==> config.mk <==
export PLATFORM = sky130hd
export DESIGN_NAME = fpcm_top
export DESIGN_NICKNAME = d
export VERILOG_FILES = /design/src/rtl/fpcm_pkg.sv /design/src/rtl/fpcm_classify.sv /design/src/rtl/fpcm_order.sv /design/src/rtl/fpcm_select.sv /design/src/rtl/fpcm_top.sv
export SDC_FILE = /design/constraint.sdc
export NUM_CORES = 1
export LEC_CHECK = 0
export BUFFER_PORTS_ARGS = -buffer_cell sky130_fd_sc_hd__buf_2
export CAP_MARGIN = 10
export CORE_AREA = 3 3 98 100
export CTS_CLUSTER_DIAMETER = 30
export DETAILED_ROUTE_END_ITERATION = 12
export DIE_AREA = 0 0 101 103
export GPL_ROUTABILITY_DRIVEN = 0
export GPL_TIMING_DRIVEN = 0
export PLACE_DENSITY_LB_ADDON = 0.25
export SYNTH_ARGS = -nofsm -noshare
export SYNTH_HDL_FRONTEND = slang
export SYNTH_SLANG_ARGS = --single-unit
==> constraint.sdc <==
create_clock -name clk -period 0.8 [get_ports clk]
set_input_delay 0.04 -clock clk [delete_from_list [all_inputs] [get_ports clk]]
set_output_delay 0.04 -clock clk [all_outputs]
set_load 0.005 [all_outputs]
==> src/rtl/fpcm_pkg.sv <==
package fpcm_pkg;

    typedef enum logic [2:0] {
        OP_EQ  = 3'd0,
        OP_GT  = 3'd1,
        OP_GE  = 3'd2,
        OP_MIN = 3'd3,
        OP_MAX = 3'd4
    } fpcm_op_e;

    localparam int FLAG_LO  = 1;
    localparam int FLAG_HI  = 5;
    localparam int FLAG_INV = 1;

    typedef struct packed {
        logic is_nan;
        logic is_snan;
    } fpcm_class_t;

endpackage

==> src/rtl/fpcm_classify.sv <==
module fpcm_classify
    import fpcm_pkg::*;
#(
    parameter int EXP_W  = 8,
    parameter int FRAC_W = 23
) (
    input  logic [EXP_W+FRAC_W:0] opnd_i,
    output fpcm_class_t           cls_o
);
    localparam int W = EXP_W + FRAC_W + 1;

    logic [EXP_W-1:0]  exp_f;
    logic [FRAC_W-1:0] frac_f;
    logic              exp_ones;
    logic              frac_nz;

    always_comb begin
        exp_f          = opnd_i[W-2 -: EXP_W];
        frac_f         = opnd_i[FRAC_W-1:0];
        exp_ones       = &exp_f;
        frac_nz        = |frac_f;
        cls_o.is_nan   = exp_ones && frac_nz;
        cls_o.is_snan  = exp_ones && frac_nz && !frac_f[FRAC_W-1];
    end

endmodule

==> src/rtl/fpcm_order.sv <==
module fpcm_order #(
    parameter int EXP_W  = 8,
    parameter int FRAC_W = 23
) (
    input  logic [EXP_W+FRAC_W:0] a_i,
    input  logic [EXP_W+FRAC_W:0] b_i,
    output logic                  eq_o,
    output logic                  gt_o,
    output logic                  a_before_b_o,
    output logic                  b_before_a_o
);
    localparam int W = EXP_W + FRAC_W + 1;

    logic         sa, sb;
    logic [W-2:0] ma, mb;
    logic         zeros;

    always_comb begin
        sa    = a_i[W-1];
        sb    = b_i[W-1];
        ma    = a_i[W-2:0];
        mb    = b_i[W-2:0];
        zeros = (ma == '0) && (mb == '0);

        eq_o = (a_i == b_i) || zeros;

        if (zeros)        gt_o = 1'b0;
        else if (sa != sb) gt_o = !sa;
        else if (!sa)     gt_o = ma > mb;
        else              gt_o = ma < mb;

        // sign-aware total order: -0 sorts before +0
        if (sa != sb)  a_before_b_o = sa;
        else if (!sa)  a_before_b_o = ma < mb;
        else           a_before_b_o = ma > mb;

        if (sa != sb)  b_before_a_o = sb;
        else if (!sa)  b_before_a_o = mb < ma;
        else           b_before_a_o = mb > ma;
    end

endmodule

==> src/rtl/fpcm_select.sv <==
module fpcm_select
    import fpcm_pkg::*;
#(
    parameter int EXP_W  = 8,
    parameter int FRAC_W = 23
) (
    input  logic [EXP_W+FRAC_W:0] a_i,
    input  logic [EXP_W+FRAC_W:0] b_i,
    input  fpcm_class_t           cls_a_i,
    input  fpcm_class_t           cls_b_i,
    input  logic                  a_before_b_i,
    input  logic                  b_before_a_i,
    input  logic                  want_max_i,
    output logic [EXP_W+FRAC_W:0] pick_o
);
    always_comb begin
        if (cls_a_i.is_nan && cls_b_i.is_nan)
            pick_o = '1;
        else if (cls_a_i.is_nan)
            pick_o = b_i;
        else if (cls_b_i.is_nan)
            pick_o = a_i;
        else if (want_max_i)
            pick_o = a_before_b_i ? b_i : a_i;
        else
            pick_o = b_before_a_i ? b_i : a_i;
    end

endmodule

==> src/rtl/fpcm_top.sv <==
module fpcm_top
    import fpcm_pkg::*;
#(
    parameter int EXP_W  = 8,
    parameter int FRAC_W = 23
) (
    input  logic                  clk,
    input  logic                  rst_n,
    input  logic                  valid_i,
    input  logic [2:0]            op_i,
    input  logic [EXP_W+FRAC_W:0] a_i,
    input  logic [EXP_W+FRAC_W:0] b_i,
    input  logic                  flag_clr_i,
    output logic                  pred_o,
    output logic [EXP_W+FRAC_W:0] result_o,
    output logic [5:1]            flags_o
);
    localparam int W      = EXP_W + FRAC_W + 1;
    localparam int N_OPND = 2;

    typedef struct packed {
        logic                     pred;
        logic [W-1:0]             res;
        logic [FLAG_HI:FLAG_LO]   flags;
    } fpcm_state_t;

    fpcm_state_t st_d, st_q;

    logic [W-1:0] opnd [N_OPND];
    fpcm_class_t  cls  [N_OPND];

    assign opnd[0] = a_i;
    assign opnd[1] = b_i;

    for (genvar g = 0; g < N_OPND; g++) begin : g_cls
        fpcm_classify #(.EXP_W(EXP_W), .FRAC_W(FRAC_W)) u_cls (
            .opnd_i (opnd[g]),
            .cls_o  (cls[g])
        );
    end

    logic eq_w, gt_w, a_bef_w, b_bef_w;
    logic [W-1:0] pick_w;
    logic any_nan, any_snan, is_cmp, is_mm;

    fpcm_order #(.EXP_W(EXP_W), .FRAC_W(FRAC_W)) u_ord (
        .a_i          (a_i),
        .b_i          (b_i),
        .eq_o         (eq_w),
        .gt_o         (gt_w),
        .a_before_b_o (a_bef_w),
        .b_before_a_o (b_bef_w)
    );

    fpcm_select #(.EXP_W(EXP_W), .FRAC_W(FRAC_W)) u_sel (
        .a_i          (a_i),
        .b_i          (b_i),
        .cls_a_i      (cls[0]),
        .cls_b_i      (cls[1]),
        .a_before_b_i (a_bef_w),
        .b_before_a_i (b_bef_w),
        .want_max_i   (op_i == OP_MAX),
        .pick_o       (pick_w)
    );

    always_comb begin
        logic [FLAG_HI:FLAG_LO] new_flags;
        any_nan   = cls[0].is_nan  || cls[1].is_nan;
        any_snan  = cls[0].is_snan || cls[1].is_snan;
        is_cmp    = (op_i == OP_EQ) || (op_i == OP_GT) || (op_i == OP_GE);
        is_mm     = (op_i == OP_MIN) || (op_i == OP_MAX);
        st_d      = st_q;
        new_flags = '0;
        if (valid_i) begin
            case (fpcm_op_e'(op_i))
                OP_EQ:  st_d.pred = !any_nan && eq_w;
                OP_GT:  st_d.pred = !any_nan && gt_w;
                OP_GE:  st_d.pred = !any_nan && (gt_w || eq_w);
                OP_MIN, OP_MAX: begin
                    st_d.res            = pick_w;
                    new_flags[FLAG_INV] = any_snan;
                end
                default: ;
            endcase
        end
        st_d.flags = (flag_clr_i ? '0 : st_q.flags) | new_flags;
    end

    always_ff @(posedge clk or negedge rst_n) begin
        if (!rst_n) st_q <= '0;
        else        st_q <= st_d;
    end

    assign pred_o   = st_q.pred;
    assign result_o = st_q.res;
    assign flags_o  = st_q.flags;

    p_hold_r1: assert property (@(posedge clk) disable iff (!rst_n)
        !valid_i && !flag_clr_i |=> $stable(pred_o) && $stable(result_o) && $stable(flags_o));

    p_nan_pred_false_r2: assert property (@(posedge clk) disable iff (!rst_n)
        valid_i && is_cmp && any_nan |=> !pred_o);

    p_cmp_quiet_r4: assert property (@(posedge clk) disable iff (!rst_n)
        valid_i && is_cmp && !flag_clr_i |=> $stable(flags_o));

    p_both_nan_ones_r7: assert property (@(posedge clk) disable iff (!rst_n)
        valid_i && is_mm && cls[0].is_nan && cls[1].is_nan |=> &result_o);

    p_snan_invalid_r8: assert property (@(posedge clk) disable iff (!rst_n)
        valid_i && is_mm && any_snan |=> flags_o[FLAG_INV]);

    p_upper_flags_quiet_r9: assert property (@(posedge clk) disable iff (!rst_n)
        1'b1 |=> flags_o[FLAG_HI:FLAG_INV+1] == '0);

    p_sticky_r10: assert property (@(posedge clk) disable iff (!rst_n)
        !flag_clr_i |=> (flags_o & $past(flags_o)) == $past(flags_o));

    p_clear_r10: assert property (@(posedge clk) disable iff (!rst_n)
        flag_clr_i && !valid_i |=> flags_o == '0);

    p_cmp_keeps_result_r11: assert property (@(posedge clk) disable iff (!rst_n)
        valid_i && is_cmp |=> $stable(result_o));

endmodule

; ---- Yosys cells after proc, flatten, opt, wreduce, memory -nomap -nowiden
; Cells that the tools add are included.
[totals]
reg_bits = 38
latchBits = 0
ram_bits = 0
rom_bits = 0
inputBits = 71
memories = 0
[op_classes]
n_addsub = 0
mul = 0
div_mod_pow = 0
n_lt_le_gt_ge = 4
eq_ne = 6
shifts = 0
muxes = 17
bitwise = 1
n_reduce_logical = 28
[ops]
columns = cell, n
row1 = two-way mux 32 bit, 6
row2 = greater-than comparator 31 bit, 2
row3 = zero test 31 bit, 2
row4 = < comparator 31 bit, 2
row5 = OR reduction 23 bit, 2
row6 = == test 32 bit, 1
row7 = AND reduction 8 bit, 2
row8 = logical AND 1 bit, 9
row9 = two-way mux 1 bit, 9
row10 = "== test 3 x 2 -> 1 bit, second input constant", 2
row11 = two-way mux 5 bit, 1
row12 = OR 5 x 1 -> 5 bit, 1
row13 = zero test 1 bit, 4
row14 = logical OR 1 bit, 4
row15 = AND reduction 2 bit, 2
row16 = "== test 3 x 1 -> 1 bit, second input constant", 1
row17 = "== test 3 bit, second input constant", 1
row18 = zero test 3 bit, 1
row19 = one-hot mux 1 bit (3 select lines), 1
row20 = nonzero test 3 bit, 1
row21 = OR reduction 2 bit, 1
row22 = != test 1 bit, 1

; ---- Logic depth before layout (Yosys ltp)
[depth]
depth_word = 8
mapped_depth = 12

; ---- Cells and area by module
; From an unflattened synthesis, not the netlist that was laid out.
[unflattened]
cells_unflattened = 300
area_unflattened_um2 = 3017.9
[by_module_without_submodules]
columns = mod, instances, cells_per_inst, area_per_inst_um2, seq_area_each_um2
row1 = fpcm_top, 1, 89, 1396.3, 850.8
row2 = fpcm_order, 1, 145, 1061.0, 0.0
row3 = fpcm_select, 1, 42, 377.9, 0.0
row4 = fpcm_classify, 2, 12, 91.3, 0.0

; ---- Worst setup path before layout
; No wires, ideal clock.
[synth_path]
kind = input-to-reg
startpoint = input a_i[30]
endpoint = register st_q, in the netlist result_o[3]
setup_time_ns = 0.130
t_arrival_ns = 1.968
required_ns = 0.670
path_slack_ns = -1.297
stages = 11
n_path_buf = 2
cell_sequence = inv_1 > ha_1 > nand3_2 > o41a_2 > o211ai_1 > or2_1 > buf_6 > mux2_4 > buf_6 > a31oi_1 > a21oi_1
[synth_via]
elab_chain_len = 8
word_cells_on_any_way = 17
cone_classes = order compare (4) / mux (10) / reduce/logical (3)
[synth_rtl]
columns = element, line
row1 = "start, declared", fpcm_top.sv:11  ; input logic [EXP_W+FRAC_W:0] a_i,
row2 = < comparator 31 bit (tied with other cells), fpcm_order.sv:38  ; else if (!sa) b_before_a_o = mb < ma;
row3 = two-way mux 1 bit (on tied branches), "fpcm_order.sv:38, fpcm_order.sv:34"
row4 = two-way mux 1 bit (on tied branches), "fpcm_order.sv:37, fpcm_order.sv:33"
row5 = two-way mux 32 bit (on tied branches), "fpcm_select.sv:26, fpcm_select.sv:24"
row6 = two-way mux 32 bit, fpcm_select.sv:23  ; else if (want_max_i)
row7 = two-way mux 32 bit, fpcm_select.sv:21  ; else if (cls_b_i.is_nan)
row8 = two-way mux 32 bit, fpcm_select.sv:19  ; else if (cls_a_i.is_nan)
row9 = two-way mux 32 bit (*), fpcm_select.sv:17  ; if (cls_a_i.is_nan && cls_b_i.is_nan)
row10 = "end signal, assigned", fpcm_top.sv:91  ; else st_q <= st_d;
row11 = "end, declared", fpcm_top.sv:27  ; fpcm_state_t st_d, st_q;
; Mark *: on every way between the ends. The rest lies on a longest branch, timed or not.
; A chain may end at the register's enable or synchronous reset.

; ---- Worst setup path in the final report
[layout_path]
startpoint = input b_i[29]
endpoint = register st_q, in the netlist result_o[17]
[layout_via]
elab_chain_len = 8
word_cells_on_any_way = 17
cone_classes = order compare (4) / mux (10) / reduce/logical (3)
[layout_rtl]
columns = element, line
row1 = "start, declared", fpcm_top.sv:12  ; input logic [EXP_W+FRAC_W:0] b_i,
row2 = < comparator 31 bit (tied with other cells), fpcm_order.sv:38
row3 = two-way mux 1 bit (on tied branches), "fpcm_order.sv:38, fpcm_order.sv:34"
row4 = two-way mux 1 bit (on tied branches), "fpcm_order.sv:37, fpcm_order.sv:33"
row5 = two-way mux 32 bit (on tied branches), "fpcm_select.sv:26, fpcm_select.sv:24"
row6 = two-way mux 32 bit, fpcm_select.sv:23
row7 = two-way mux 32 bit, fpcm_select.sv:21
row8 = two-way mux 32 bit, fpcm_select.sv:19
row9 = two-way mux 32 bit (*), fpcm_select.sv:17
; Marked as above.

==> impl_metrics.toml <==
[finish]
final_cells = 736
syn_to_final_growth_pct = 68.20
layout_common_cells = "79 x buf_2, 65 x a21oi_1, 56 x buf_4, 42 x nor2_1, 34 x dfrtp_1"
num-nets-final = 731
mostFrequentLayoutCell = "buf_2"
drive_above_1_share_pct = 48.73
fin_area_sq_um = 5897
n_antenna_cell = 0

[clock_network]
postCtsHoldBufs = 2
cts_tree = "built"
clkTransAtPathRegs_ns = 0.08
numCtsBuffers = 5
clk_path_buf_depth = 2
ctsRootBufferMaster = "clkbuf_8"
htreeDepth = 2
cts.sinks = 34
clk-insertion-delay-late_ns = 0.30

[floorplan]
fp.dieH_um = 103
io_pins = 109
rows = 34
initial_core_util_pct = 40.01
dieArea_sq_um = 10400
design.core.area_sq_um = 8763
fp.dieW_um = 101

[synth]
yosys_warnings = 0
yosys.cell_types.count = 42
synth-seq-cells = 34
ys_seq_area_share_pct = 24.27
syn_inst = 458
syn_avg_cell_area_sq_um = 7.655
syn-cell-area_sq_um = 3506

[setup_path]
worstSetupPathType = "input pin to flop"
r2r_end = "result_o[17]"
crit_fanout = 7
cp-start-kind = "input pin"
crit_start = "b_i[29]"
reg2reg_slack_ns = -0.07
r2r_cells = 3
cp-end-kind = "flop"
crit-reg2reg-launch = "result_o[17]"
cp-endpoint = "result_o[17]"
critPathArrivalTime_ns = 2.41
required_ns = 0.98

[global_route]
grt_use_total_pct = 26.02
grt_max_degree = 35
grt_pass1_wl_um = 21710
antenna_found_initial = 0
overflow = 0
grt_pass1_vias = 4364

[pwr]
ir_worst_vdd_mv = 0.6801
powerDensity_nw_per_um2 = 1293
cellLeakagePower_uw = 0.002523
power_uw = 7624

[timing]
hold_viol = 35
rsz0062_at_grt = "yes"
worstMarginPinSlew_ns = 0.9278
whs_ns = -0.1707
maxSlewHeadroom_pct = 38.15
final.setup.worst_slack_ns = -1.430
fin_crit_sh_pct = 278.8
setup_violations = 68
finClkSkew_ns = 0
fmax_mhz = 448.4
finalMaxSlewViolations = 0
period_needed_ns = 2.230

[routing]
detailroute.via_count = 4609
drc_errors = 0
via_per_inst = 6.262
dr.pass1.iters = 5
routed_wl_um = 15080
drtIter0Drc = 377
post_drt_wl_per_cell_um = 20.48
antenna_left = 0

[min_path]
hp-class = "input pin to async pin"

[outcome]
failed_checks = "negative hold slack, negative setup slack"
status = "complete, but fails checks"

[place]
dp_cells = 673
io_buffers = 104
hpwl_um = 9648
dpl_cell_area_sq_um = 4413

[run]
maxCapViolCount = 0
-- metrics by stage --
| stage | setup slack (ns) | TNS [ns] | util (%) |
|---|---|---|---|
| 6_report | -1.430 | -47.16 | 67.29 |
| 5_1_grt | -1.526 | -51.08 | 67.29 |
| 4_1_cts | -1.298 | -42.79 | 59.08 |
| 3_5_place_dp | -1.883 | -59.38 | 50.36 |
| 3_3_place_gp | -1.824 | -59.03 | 50.36 |
| 2_1_floorplan | -1.198 | -38.64 | - |
-- Yosys cell counts, drive strengths merged --
cell / number / area [sq um]
a31oi: 32 / 200.2
clkbuf: 15 / 56.30
buf: 21 / 172.7
o211a: 1 / 10.01
nor2: 44 / 165.2
nor4: 16 / 106.4
o41a: 1 / 12.51
and3: 4 / 25.02
mux2i: 1 / 22.52
a21o: 2 / 15.01
o22ai: 31 / 193.9
a21boi: 1 / 7.510
nand2b: 4 / 25.02
o41ai: 1 / 8.760
inv: 36 / 135.1
o21a: 2 / 15.01
mux2: 1 / 15.01
nor3: 5 / 25.02
o21bai: 1 / 7.510
nand3b: 1 / 7.510
ha: 33 / 412.9
o21ai: 9 / 48.80
nand4: 11 / 68.82
nor3b: 1 / 12.51
o211ai: 8 / 65.06
conb: 1 / 3.750
a21oi: 77 / 385.4
a211oi: 2 / 25.02
o31ai: 30 / 255.2
and2: 1 / 6.260
or2: 1 / 6.260
dfrtp: 34 / 850.8
nand3: 7 / 52.55
nand2: 23 / 86.33
-- worst min path at each step --
stage | start | endpoint | slack [ns]
2_1_floorplan | rst_n | flags_o[1] | -0.26
3_3_place_gp | rst_n | result_o[10] | 0.17
3_5_place_dp | rst_n | result_o[10] | 0.18
4_1_cts | rst_n | result_o[10] | -0.14
5_1_grt | rst_n | result_o[6] | -0.11
6_report | rst_n | result_o[10] | -0.17
-- per-layer routing --
| layer | vias to the layer above | wire [um] | global-route usage, % |
|---|---|---|---|
| li1 | 2074 | - | - |
| met1 | 2213 | 6028 | 33.68 |
| met2 | 278 | 7344 | 43.70 |
| met3 | 44 | 1344 | 5.074 |
| met4 | 0 | 359 | 8.487 |
| met5 | - | 0 | 0 |
-- critical path: stages --
cell,delay (ns)
buf_6,0.11
ha_4,0.25
a21o_1,0.19
a21oi_2,0.16
o41a_2,0.16
o211ai_1,0.14
buf_4,0.18
o211ai_1,0.22
buf_4,0.17
o211ai_4,0.18
buf_6,0.23
o31ai_2,0.28
a21oi_2,0.09
-- report_power, final --
group	internal, uW	total (uW)	switching (uW)
clock	696	1430	732
combinational	1940	3910	1970
sequential	2090	2280	197
-- layout make-up --
cell class                 instances  area [sq um]
multi-input combinational        355          3078
inverter                          36         160.2
clock inverter                     1         5.005
fill                             699          2867
timing repair buffer             159          1267
clock buffer                       7         86.33
sequential                        34         850.8
buffer                            36         314.1
tap                              108         135.1
-- repair_timing --
| action | in CTS | in global routing |
|---|---|---|
| gates resized for setup | 107 | 95 |
| setup endpoints to repair | 68 | 68 |
| setup buffers | 25 | 20 |
| cloned | 3 | 5 |
| hold endpoints to repair | 36 | 34 |
| pin swaps | 26 | 49 |
-- flip-flops by register name, summed over array words and instances (netlist names) --
signal / count
result_o: 32
flags_o: 1
pred_o: 1
-- cell families (layout without fill, tap and decap cells) --
| logic type | after synthesis | after routing | synth area share [%] |
|---|---|---|---|
| compound gates | 198 | 198 | 35.65 |
| fa+ha+maj | 33 | 33 | 11.78 |
| buf+inv | 72 | 239 | 10.39 |
| flops | 34 | 34 | 24.27 |
| mux | 2 | 2 | 1.070 |
| other cells | 1 | 4 | 0.1070 |
| simple gates | 118 | 118 | 16.74 |
(Power assumes the default switching activity.)
